**config.mk**
```make
export PLATFORM = sky130hd
export DESIGN_NAME = spec_l1_tracker
export DESIGN_NICKNAME = d
export VERILOG_FILES = /design/src/rtl/spec_l1_pkg.sv /design/src/rtl/spec_rank_cmp.sv /design/src/rtl/spec_line_slot.sv /design/src/rtl/spec_seq_fsm.sv /design/src/rtl/spec_l1_tracker.sv
export SDC_FILE = /design/constraint.sdc
export NUM_CORES = 1
export LEC_CHECK = 0
export BUFFER_PORTS_ARGS = -buffer_cell sky130_fd_sc_hd__buf_2
export CAP_MARGIN = 20
export CORE_MARGIN = 4
export CORE_UTILIZATION = 59
export CTS_CLUSTER_DIAMETER = 30
export DETAILED_ROUTE_END_ITERATION = 6
export MAX_ROUTING_LAYER = met4
export PLACE_DENSITY_LB_ADDON = 0.08
export SYNTH_ARGS = -nofsm -noshare
export SYNTH_HDL_FRONTEND = slang
export SYNTH_SLANG_ARGS = --single-unit
```
**constraint.sdc**
```tcl
create_clock -name clk -period 2.3 [get_ports clk]
set_input_delay 0.115 -clock clk [delete_from_list [all_inputs] [get_ports clk]]
set_output_delay 0.115 -clock clk [all_outputs]
set_load 0.02 [all_outputs]
```
**src/rtl/spec_l1_pkg.sv**
```systemverilog
package spec_l1_pkg;

    typedef enum logic [1:0] {
        OP_LOAD  = 2'd0,
        OP_STORE = 2'd1,
        OP_FILL  = 2'd2,
        OP_NONE  = 2'd3
    } op_kind_e;

    typedef enum logic [1:0] {
        REL_SELF    = 2'd0,
        REL_OLDER   = 2'd1,
        REL_YOUNGER = 2'd2
    } rank_rel_e;

    typedef enum logic [1:0] {
        ST_RUN          = 2'd0,
        ST_COMMIT_FLASH = 2'd1,
        ST_SQUASH_FLASH = 2'd2
    } seq_state_e;

    typedef struct packed {
        logic valid;
        logic rd;
        logic smod;
        logic pinv;
    } line_flags_t;

endpackage

```
**src/rtl/spec_rank_cmp.sv**
```systemverilog
module spec_rank_cmp
    import spec_l1_pkg::*;
#(
    parameter int RANK_W = 2
) (
    input  logic [RANK_W-1:0] local_rank,
    input  logic [RANK_W-1:0] writer_rank,
    output rank_rel_e         rel
);

    // lower sequence number = earlier, less speculative thread
    always_comb begin
        if (writer_rank < local_rank) begin
            rel = REL_OLDER;
        end else if (writer_rank > local_rank) begin
            rel = REL_YOUNGER;
        end else begin
            rel = REL_SELF;
        end
    end

endmodule

```
**src/rtl/spec_line_slot.sv**
```systemverilog
module spec_line_slot
    import spec_l1_pkg::*;
#(
    parameter int TAG_W = 6
) (
    input  logic              clk,
    input  logic              rst_n,
    input  logic              run,
    input  logic              local_sel,
    input  op_kind_e          op_kind,
    input  logic [TAG_W-1:0]  op_tag,
    input  logic              snoop_sel,
    input  logic [TAG_W-1:0]  snoop_tag,
    input  rank_rel_e         snoop_rel,
    input  logic              flash_commit,
    input  logic              flash_squash,
    output line_flags_t       flags,
    output logic              op_match,
    output logic              viol_hit
);

    line_flags_t      flags_q;
    line_flags_t      flags_d;
    logic [TAG_W-1:0] tag_q;
    logic [TAG_W-1:0] tag_d;
    logic             snp_hit;

    assign flags    = flags_q;
    assign op_match = flags_q.valid && (tag_q == op_tag);
    // snoop is resolved on the state held before this cycle
    assign snp_hit  = run && snoop_sel && flags_q.valid && (tag_q == snoop_tag);
    assign viol_hit = snp_hit && (snoop_rel == REL_OLDER) && flags_q.rd;

    always_comb begin
        flags_d = flags_q;
        tag_d   = tag_q;
        if (flash_commit) begin
            if (flags_q.pinv) begin
                flags_d.valid = 1'b0;
            end
            flags_d.rd   = 1'b0;
            flags_d.smod = 1'b0;
            flags_d.pinv = 1'b0;
        end else if (flash_squash) begin
            if (flags_q.smod) begin
                flags_d.valid = 1'b0;
                flags_d.pinv  = 1'b0;
            end
            flags_d.rd   = 1'b0;
            flags_d.smod = 1'b0;
        end else if (run) begin
            if (local_sel) begin
                unique case (op_kind)
                    OP_LOAD: begin
                        if (op_match && !flags_q.smod) begin
                            flags_d.rd = 1'b1;
                        end
                    end
                    OP_STORE: begin
                        if (op_match) begin
                            flags_d.smod = 1'b1;
                        end
                    end
                    OP_FILL: begin
                        flags_d.valid = 1'b1;
                        flags_d.rd    = 1'b0;
                        flags_d.smod  = 1'b0;
                        flags_d.pinv  = 1'b0;
                        tag_d         = op_tag;
                    end
                    OP_NONE: begin
                    end
                endcase
            end
            if (snp_hit) begin
                unique case (snoop_rel)
                    REL_OLDER: begin
                        flags_d.valid = 1'b0;
                        flags_d.rd    = 1'b0;
                        flags_d.smod  = 1'b0;
                        flags_d.pinv  = 1'b0;
                    end
                    REL_YOUNGER: begin
                        flags_d.pinv = 1'b1;
                    end
                    default: begin
                    end
                endcase
            end
        end
    end

    always_ff @(posedge clk) begin
        if (!rst_n) begin
            flags_q <= '0;
            tag_q   <= '0;
        end else begin
            flags_q <= flags_d;
            tag_q   <= tag_d;
        end
    end

endmodule

```
**src/rtl/spec_seq_fsm.sv**
```systemverilog
module spec_seq_fsm
    import spec_l1_pkg::*;
(
    input  logic clk,
    input  logic rst_n,
    input  logic thread_done,
    input  logic thread_restart,
    input  logic viol_detect,
    output logic run,
    output logic flash_commit,
    output logic flash_squash,
    output logic ready,
    output logic violation
);

    seq_state_e state_q;
    seq_state_e state_d;
    logic       pulse_q;

    always_comb begin
        state_d = state_q;
        unique case (state_q)
            ST_RUN: begin
                if (viol_detect || thread_restart) begin
                    state_d = ST_SQUASH_FLASH;
                end else if (thread_done) begin
                    state_d = ST_COMMIT_FLASH;
                end
            end
            ST_COMMIT_FLASH: state_d = ST_RUN;
            ST_SQUASH_FLASH: state_d = ST_RUN;
            default:         state_d = ST_RUN;
        endcase
    end

    always_ff @(posedge clk) begin
        if (!rst_n) begin
            state_q <= ST_RUN;
            pulse_q <= 1'b0;
        end else begin
            state_q <= state_d;
            pulse_q <= (state_q == ST_RUN) && viol_detect;
        end
    end

    always_comb begin
        run          = 1'b0;
        flash_commit = 1'b0;
        flash_squash = 1'b0;
        unique case (state_q)
            ST_RUN:          run          = 1'b1;
            ST_COMMIT_FLASH: flash_commit = 1'b1;
            ST_SQUASH_FLASH: flash_squash = 1'b1;
            default:         run          = 1'b0;
        endcase
        ready     = run;
        violation = pulse_q;
    end

endmodule

```
**src/rtl/spec_l1_tracker.sv**
```systemverilog
module spec_l1_tracker
    import spec_l1_pkg::*;
#(
    parameter int LINES  = 8,
    parameter int TAG_W  = 6,
    parameter int RANK_W = 2,
    localparam int IDX_W  = (LINES > 1) ? $clog2(LINES) : 1,
    localparam int ADDR_W = TAG_W + IDX_W
) (
    input  logic              clk,
    input  logic              rst_n,
    input  logic [RANK_W-1:0] local_rank,
    input  logic              op_valid,
    input  logic [1:0]        op_kind,
    input  logic [ADDR_W-1:0] op_addr,
    input  logic              snoop_valid,
    input  logic [ADDR_W-1:0] snoop_addr,
    input  logic [RANK_W-1:0] snoop_rank,
    input  logic              thread_done,
    input  logic              thread_restart,
    output logic              ready,
    output logic              violation,
    output logic              op_hit,
    output logic [LINES-1:0]  line_valid,
    output logic [LINES-1:0]  line_read,
    output logic [LINES-1:0]  line_mod,
    output logic [LINES-1:0]  line_preinv
);

    logic              run;
    logic              flash_commit;
    logic              flash_squash;
    rank_rel_e         snoop_rel;
    op_kind_e          kind;
    logic [IDX_W-1:0]  op_idx;
    logic [TAG_W-1:0]  op_tag;
    logic [IDX_W-1:0]  snp_idx;
    logic [TAG_W-1:0]  snp_tag;
    logic [LINES-1:0]  match_vec;
    logic [LINES-1:0]  viol_vec;
    logic              viol_any;

    assign kind    = op_kind_e'(op_kind);
    assign op_idx  = op_addr[IDX_W-1:0];
    assign op_tag  = op_addr[ADDR_W-1:IDX_W];
    assign snp_idx = snoop_addr[IDX_W-1:0];
    assign snp_tag = snoop_addr[ADDR_W-1:IDX_W];

    spec_rank_cmp #(.RANK_W(RANK_W)) u_rank (
        .local_rank  (local_rank),
        .writer_rank (snoop_rank),
        .rel         (snoop_rel)
    );

    for (genvar i = 0; i < LINES; i++) begin : g_line
        line_flags_t fl;
        logic        lsel;
        logic        ssel;

        assign lsel = run && op_valid && (op_idx == IDX_W'(i));
        assign ssel = snoop_valid && (snp_idx == IDX_W'(i));

        spec_line_slot #(.TAG_W(TAG_W)) u_slot (
            .clk          (clk),
            .rst_n        (rst_n),
            .run          (run),
            .local_sel    (lsel),
            .op_kind      (kind),
            .op_tag       (op_tag),
            .snoop_sel    (ssel),
            .snoop_tag    (snp_tag),
            .snoop_rel    (snoop_rel),
            .flash_commit (flash_commit),
            .flash_squash (flash_squash),
            .flags        (fl),
            .op_match     (match_vec[i]),
            .viol_hit     (viol_vec[i])
        );

        assign line_valid[i]  = fl.valid;
        assign line_read[i]   = fl.rd;
        assign line_mod[i]    = fl.smod;
        assign line_preinv[i] = fl.pinv;
    end

    assign viol_any = |viol_vec;
    assign op_hit   = match_vec[op_idx];

    spec_seq_fsm u_seq (
        .clk            (clk),
        .rst_n          (rst_n),
        .thread_done    (thread_done),
        .thread_restart (thread_restart),
        .viol_detect    (viol_any),
        .run            (run),
        .flash_commit   (flash_commit),
        .flash_squash   (flash_squash),
        .ready          (ready),
        .violation      (violation)
    );

endmodule

```
Word-level counts from Yosys, hierarchy flattened

Index checks and enable logic that the tools add are counted.

$add $sub $neg: 0
$mul: 0
Div/mod/pow operators: 0
$lt $le $gt $ge: 3
Eq/ne operators: 60
Shift-type cells: 0
Mux-type cells: 129
Bitwise gates (word level): 4
Reductions and logical operators: 119

Operators by type and width:

| cell                                                                     | number |
|---|---|
| 4-bit 2-to-1 mux                                                         | 40 |
| 6-bit equality test                                                      | 16 |
| 1-bit logical AND                                                        | 74 |
| 1-bit 2-to-1 mux                                                         | 52 |
| 1-bit case mux with 2 select lines                                       | 24 |
| 5-bit AND reduction                                                      | 8 |
| 2-bit by 1-bit inequality test with 1-bit output (second input constant) | 16 |
| 3-bit equality test (second input constant)                              | 8 |
| 3-bit 2-to-1 mux                                                         | 8 |
| 3-bit by 2-bit inequality test with 1-bit output (second input constant) | 8 |
| 3-bit AND reduction                                                      | 8 |
| 2-bit AND reduction                                                      | 9 |
| 3-bit by 2-bit equality test with 1-bit output (second input constant)   | 4 |
| 1-bit logical NOT                                                        | 8 |
| 2-bit 2-to-1 mux                                                         | 4 |
| 8-bit OR reduction                                                       | 1 |
| 2-bit by 1-bit equality test with 1-bit output (second input constant)   | 3 |
| 2-bit equality test (second input constant)                              | 3 |
| 3-bit by 1-bit equality test with 1-bit output (second input constant)   | 2 |
| 3-bit logical NOT                                                        | 2 |
| 3-bit OR reduction                                                       | 2 |
| 2-bit logical NOT                                                        | 2 |
| 3-bit by 4-bit < comparator with 1-bit output (second input constant)    | 1 |
| 1-bit inverter                                                           | 4 |
| other kinds (7)                                                          | 8 |

Bits in registers: 83
Latch bits: 0
RAM bits: 0
Memory bits (read-only): 0
Input bits: 30
Output and inout bits: 35
Word-level logic and storage cells: 358
Memories kept: 0

Longest topological paths before layout

Word-level depth: 11
Mapped depth: 10
Depth with buffers taken out: 8

By module

Synthesis repeated with hierarchy kept, for this count alone.

Cell total of the unflattened synthesis: 688
Area, all modules: 6,165.9 um^2

Modules (own cells, without submodules):

| module                                | instances | cells an instance | area each (um^2) | seq. area each (um^2) |
|---|---|---|---|---|
| spec_line_slot (g_line[0].u_slot ...) | 5         | 80                | 719.4            | 200.2 |
| spec_line_slot (g_line[5].u_slot ...) | 3         | 79                | 726.9            | 200.2 |
| spec_l1_tracker                       | 1         | 33                | 206.4            | 0.0 |
| spec_seq_fsm                          | 1         | 11                | 116.4            | 60.1 |
| spec_rank_cmp                         | 1         | 7                 | 65.1             | 0.0 |

Least setup slack after synthesis

No wires, ideal clock.

Path type: register to register
From: reg u_seq.state_q[0]
To: reg g_line[3].u_slot.tag_q[0]
Library setup time: 0.117 ns
Data arrival time: 1.986 ns
Required time: 2.183 ns
Setup slack: 0.197 ns
Cell stages (with the launch flop): 10
Buffers on the path: 2
Clock period less this slack: 2.103 ns
Cells stage by stage: dfxtp_1 inv_1 ha_1 buf_2 inv_1 nor2_1 buf_2 nand3_1 mux2i_1 nor2b_1

Longest elaborated chain between the ends: 5
Elaborated cells between the ends (all ways): 11
Classes of those cells: eq/ne (2); mux (3); bitwise (2); reduce/logical (4)

Ends and longest elaborated chain:

| what                                     | line                  | text |
|---|---|---|
| start: declaration                       | spec_seq_fsm.sv:16    | `seq_state_e state_q;` |
| start signal: assignment                 | spec_seq_fsm.sv:41    | `state_q <= state_d;` |
| 2-bit logical NOT (*)                    | spec_seq_fsm.sv:50    | `unique case (state_q)` |
| 1-bit 2-to-1 mux (*)                     | spec_seq_fsm.sv:50    |  |
| via ready                                | spec_l1_tracker.sv:21 | `output logic ready,` |
| 1-bit logical AND (2 in series)          | spec_l1_tracker.sv:60 | `assign lsel = run && op_valid && (op_idx == IDX_W'(i));` |
| 5-bit AND reduction (no source line) (*) | --                    |  |
| end signal: assignment                   | spec_line_slot.sv:99  | `tag_q <= tag_d;` |
| end: declaration                         | spec_line_slot.sv:24  | `logic [TAG_W-1:0] tag_q;` |

The timed path passes the listed nets; every way through them passes the cells marked *.
A chain may end at the register's enable or synchronous reset.

Worst setup path after layout

From: reg g_line[6].u_slot.tag_q[0]
To: out op_hit

Longest elaborated chain between the ends: 4

Ends and longest elaborated chain:

| what                                      | line                  | text |
|---|---|---|
| start: declaration                        | spec_line_slot.sv:24  |  |
| start signal: assignment                  | spec_line_slot.sv:99  |  |
| 6-bit equality test                       | spec_line_slot.sv:29  | `assign op_match = flags_q.valid && (tag_q == op_tag);` |
| 1-bit logical AND                         | spec_line_slot.sv:29  |  |
| 1-bit binary-select mux with 3-bit select | spec_l1_tracker.sv:87 | `assign op_hit = match_vec[op_idx];` |
| 1-bit 2-to-1 mux (not written as such)    | spec_l1_tracker.sv:87 |  |
| end: declaration                          | spec_l1_tracker.sv:23 | `output logic op_hit,` |

Every way passes these cells. The select of a mux whose other input is x is not followed.

==> results by group <==
Placed design
  – PortBufs: 64
  – Post-Place Cells: 793
  – GP Congestion: 0.945
  – DPL Wire Length: 11.6 mm

Synth
  – Top-count cell post-synth: dfxtp_1
  – Register bit total from synthesis: 83
  – Cell taking the most area after synthesis: dfxtp_1
  – Library cells used by synthesis: 58
  – EDFF count, synth: 0
  – Cell Area, Synth: 0.00526 sq mm
  – Synth warn: 0
  – Synth cell count leaders: 83 x dfxtp_1, 53 x nand2_1, 52 x xor2_1
  – Synth top area share: 0.316
  – Post-synth top flop: dfxtp_1
  – Syn Nets: 663
  – Mapped Cells: 623
  – Post-synth ARST share: 0
  – Avg Synthesized Cell Area: 8.45 sq um
  – Seq/Total Area, Yosys: 0.316
  – Synth top area cells: dfxtp_1 32%, xor2_1 8.7%, mux2i_1 8.2%

Hold path
  – Critical hold path startpoint: thread_done
  – HP Class: primary input to flop

Clock tree
  – Sink Count: 83
  – Clk_lat worst skew: 0.37 ns
  – Clock transition at the registers of the reported paths: 0.10 ns
  – Cts bufs inserted: 9
  – H-Tree Depth: 3
  – Clock buffer depth: 2
  – CTS tree: yes
  – Root Buffer: clkbuf_8

Routing
  – WL final: 15.9 mm
  – DRT Pass-1 Iters: 5
  – Post-DRT Antenna Nets: 0
  – Routed WL per cell: 19.6 microns
  – DRC errors left: 0
  – Via count: 4,842
  – DRT iter0 DRCs: 307
  – Drt via density: 5.98

Floorplanning
  – I/O Pins: 65
  – CORE AREA: 0.00868 sq mm
  – Die area: 0.0105 sq mm
  – Initial Util: 0.606
  – Die H: 102 microns
  – Die Span X: 102 microns
  – Row cnt: 34

Final layout
  – Share of post-route cells with drive strength above 1: 0.209
  – P&R area growth vs syn: 16.9%
  – Nets: 737
  – N_diodes: 0
  – Storage cell area: 0.00167 sq mm
  – Post-Layout Cell Count: 810
  – Fillers: 723
  – Multi-input logic area: 0.00344 sq mm

STA
  – Hold Vio Cnt, Final: 0
  – Worst hold slack: 0.0999 ns
  – Final setup fails: 0
  – Worst-Margin Slew: 0.530 ns
  – Final Slew Violations: 0
  – Fin crit share: 0.975
  – Clock Skew: 0.0211 ns
  – RSZ-0062 raised after global routing: yes
  – Post-layout min period: 2.24 ns
  – Max-slew headroom: 0.647
  – F_max: 446 MHz

Power and ir drop
  – PwrDens: 520 mW/mm^2
  – VDD IR max: 0.377 mV
  – Static leakage: 2.67 nW

Global routing
  – First-pass GRT wire length: 25.0 mm
  – Total track usage: 0.320
  – Initial antenna violation count: 0
  – GR Overflow Total: 0
  – Largest net degree at the start of global routing: 58
  – Number of global-route vias before repair: 4,637

Worst setup path
  – Critical Path Source: g_line[6].u_slot.tag_q[0]
  – Crit Path Max Fanout: 3
  – WP data required: 2.18 ns
  – Critical Path AT: 2.13 ns
  – Setup crit end kind: output pin
  – Critical path class: flop to output pin
  – Crit start category: flop
  – R2r startpoint: u_seq.state_q[0]

Run
  – MaxCap Viol Count: 0

Status
  – Status: completed
==> worst paths after layout <==
| check | slack [ns] | depth (start not counted) | end |
|---|---|---|---|
| worst max register to register | 0.18 | 8 | g_line[1].u_slot.tag_q[1] |
| worst min-delay path | 0.1 | 3 | u_seq.state_q[0] |
| worst max-delay path | 0.06 | 7 | op_hit |
| worst min register to register | 0.50 | 2 | g_line[5].u_slot.flags[0] |
==> through the flow <==
step | power (mW) | TNS, ns | area [sq um] | setup slack [ns] | util
2_1_floorplan | 1.80 | 0 | 5260 | 0.197 | -
3_3_place_gp | 1.97 | 0 | 5800 | 0.0492 | 0.669
6_report | 3.20 | 0 | 6150 | 0.0573 | 0.708
3_5_place_dp | 1.97 | 0 | 5800 | 0.0393 | 0.669
5_1_grt | 3.29 | -0.121 | 6150 | -0.0596 | 0.708
4_1_cts | 3.17 | 0 | 6040 | 0.0160 | 0.696
==> critical path, cell delays in order (launching register included) <==
cell     delay, ns
dfxtp_2       0.35
xnor2_1       0.18
nand4_1       0.13
or4_4         0.44
and3_1        0.19
o21ai_1       0.12
and4b_1       0.22
buf_4         0.15
==> registers in the layout, summed over array words and instances, names as in the netlist <==
register	count
g_line.u_slot.tag_q	48
g_line.u_slot.flags	32
u_seq.state_q	2
u_seq.violation	1
==> placed cells by master, fill, tap and decap left out, types with 6 or more instances in the layout <==
cell	n
mux2i_1	43
dfxtp_1	76
a211oi_1	6
dfxtp_2	6
nand4_1	17
xor2_1	52
nor2_1	27
buf_2	63
and2_1	9
nor4_1	12
nor2b_1	47
clkbuf_8	10
a21boi_0	6
xnor2_1	43
nand3_1	28
nand2_1	53
inv_1	19
ha_1	9
buf_4	37
o21ai_0	13
a21oi_1	29
==> power breakdown <==
group          total [mW]  leakage, nW  switching, mW  internal (mW)
clock network        1.23        0.110          0.582          0.649
logic               0.515         1.89          0.328          0.188
registers            1.45        0.672        0.00787           1.44
==> layout make-up <==
cell class | instances | area share
clock buffer | 11 | 0.0230
timing repair buffer | 101 | 0.0981
multi-input combinational | 482 | 0.559
sequential | 83 | 0.272
inverter | 20 | 0.0122
tap | 108 | 0.0220
clock inverter | 5 | 0.0138
==> repair_timing <==
action	4_1_cts	5_1_grt
resized for setup	2	26
hold endpoints to repair	1	0
pin swaps	0	2
setup buffers	0	0
hold buffers	1	0
setup endpoints to repair	1	55
gates cloned	0	0
==> layer usage <==
metal / up-vias / share of wire / GRT usage
li1: 2308 / - / -
met2: 193 / 0.46 / 0.509
met3: 31 / 0.068 / 0.0478
met1: 2310 / 0.45 / 0.429
met4: 0 / 0.019 / 0.0767
met5: - / 0 / -
==> cells by family (layout without fill, tap and decap cells) <==
group                      Yosys count  count (layout)  share of synthesized area
xor gates and xnor gates            96              96                      0.160
adders and majority gates           10              10                     0.0238
buffers and inverters               58             137                     0.0492
and+or+nand+nor                    246             246                      0.261
muxes                               43              43                     0.0818
AOI/OAI and AO/OA                   87              87                      0.108
DFF                                 83              83                      0.316
No activity file was read; power rests on OpenSTA's default activity.
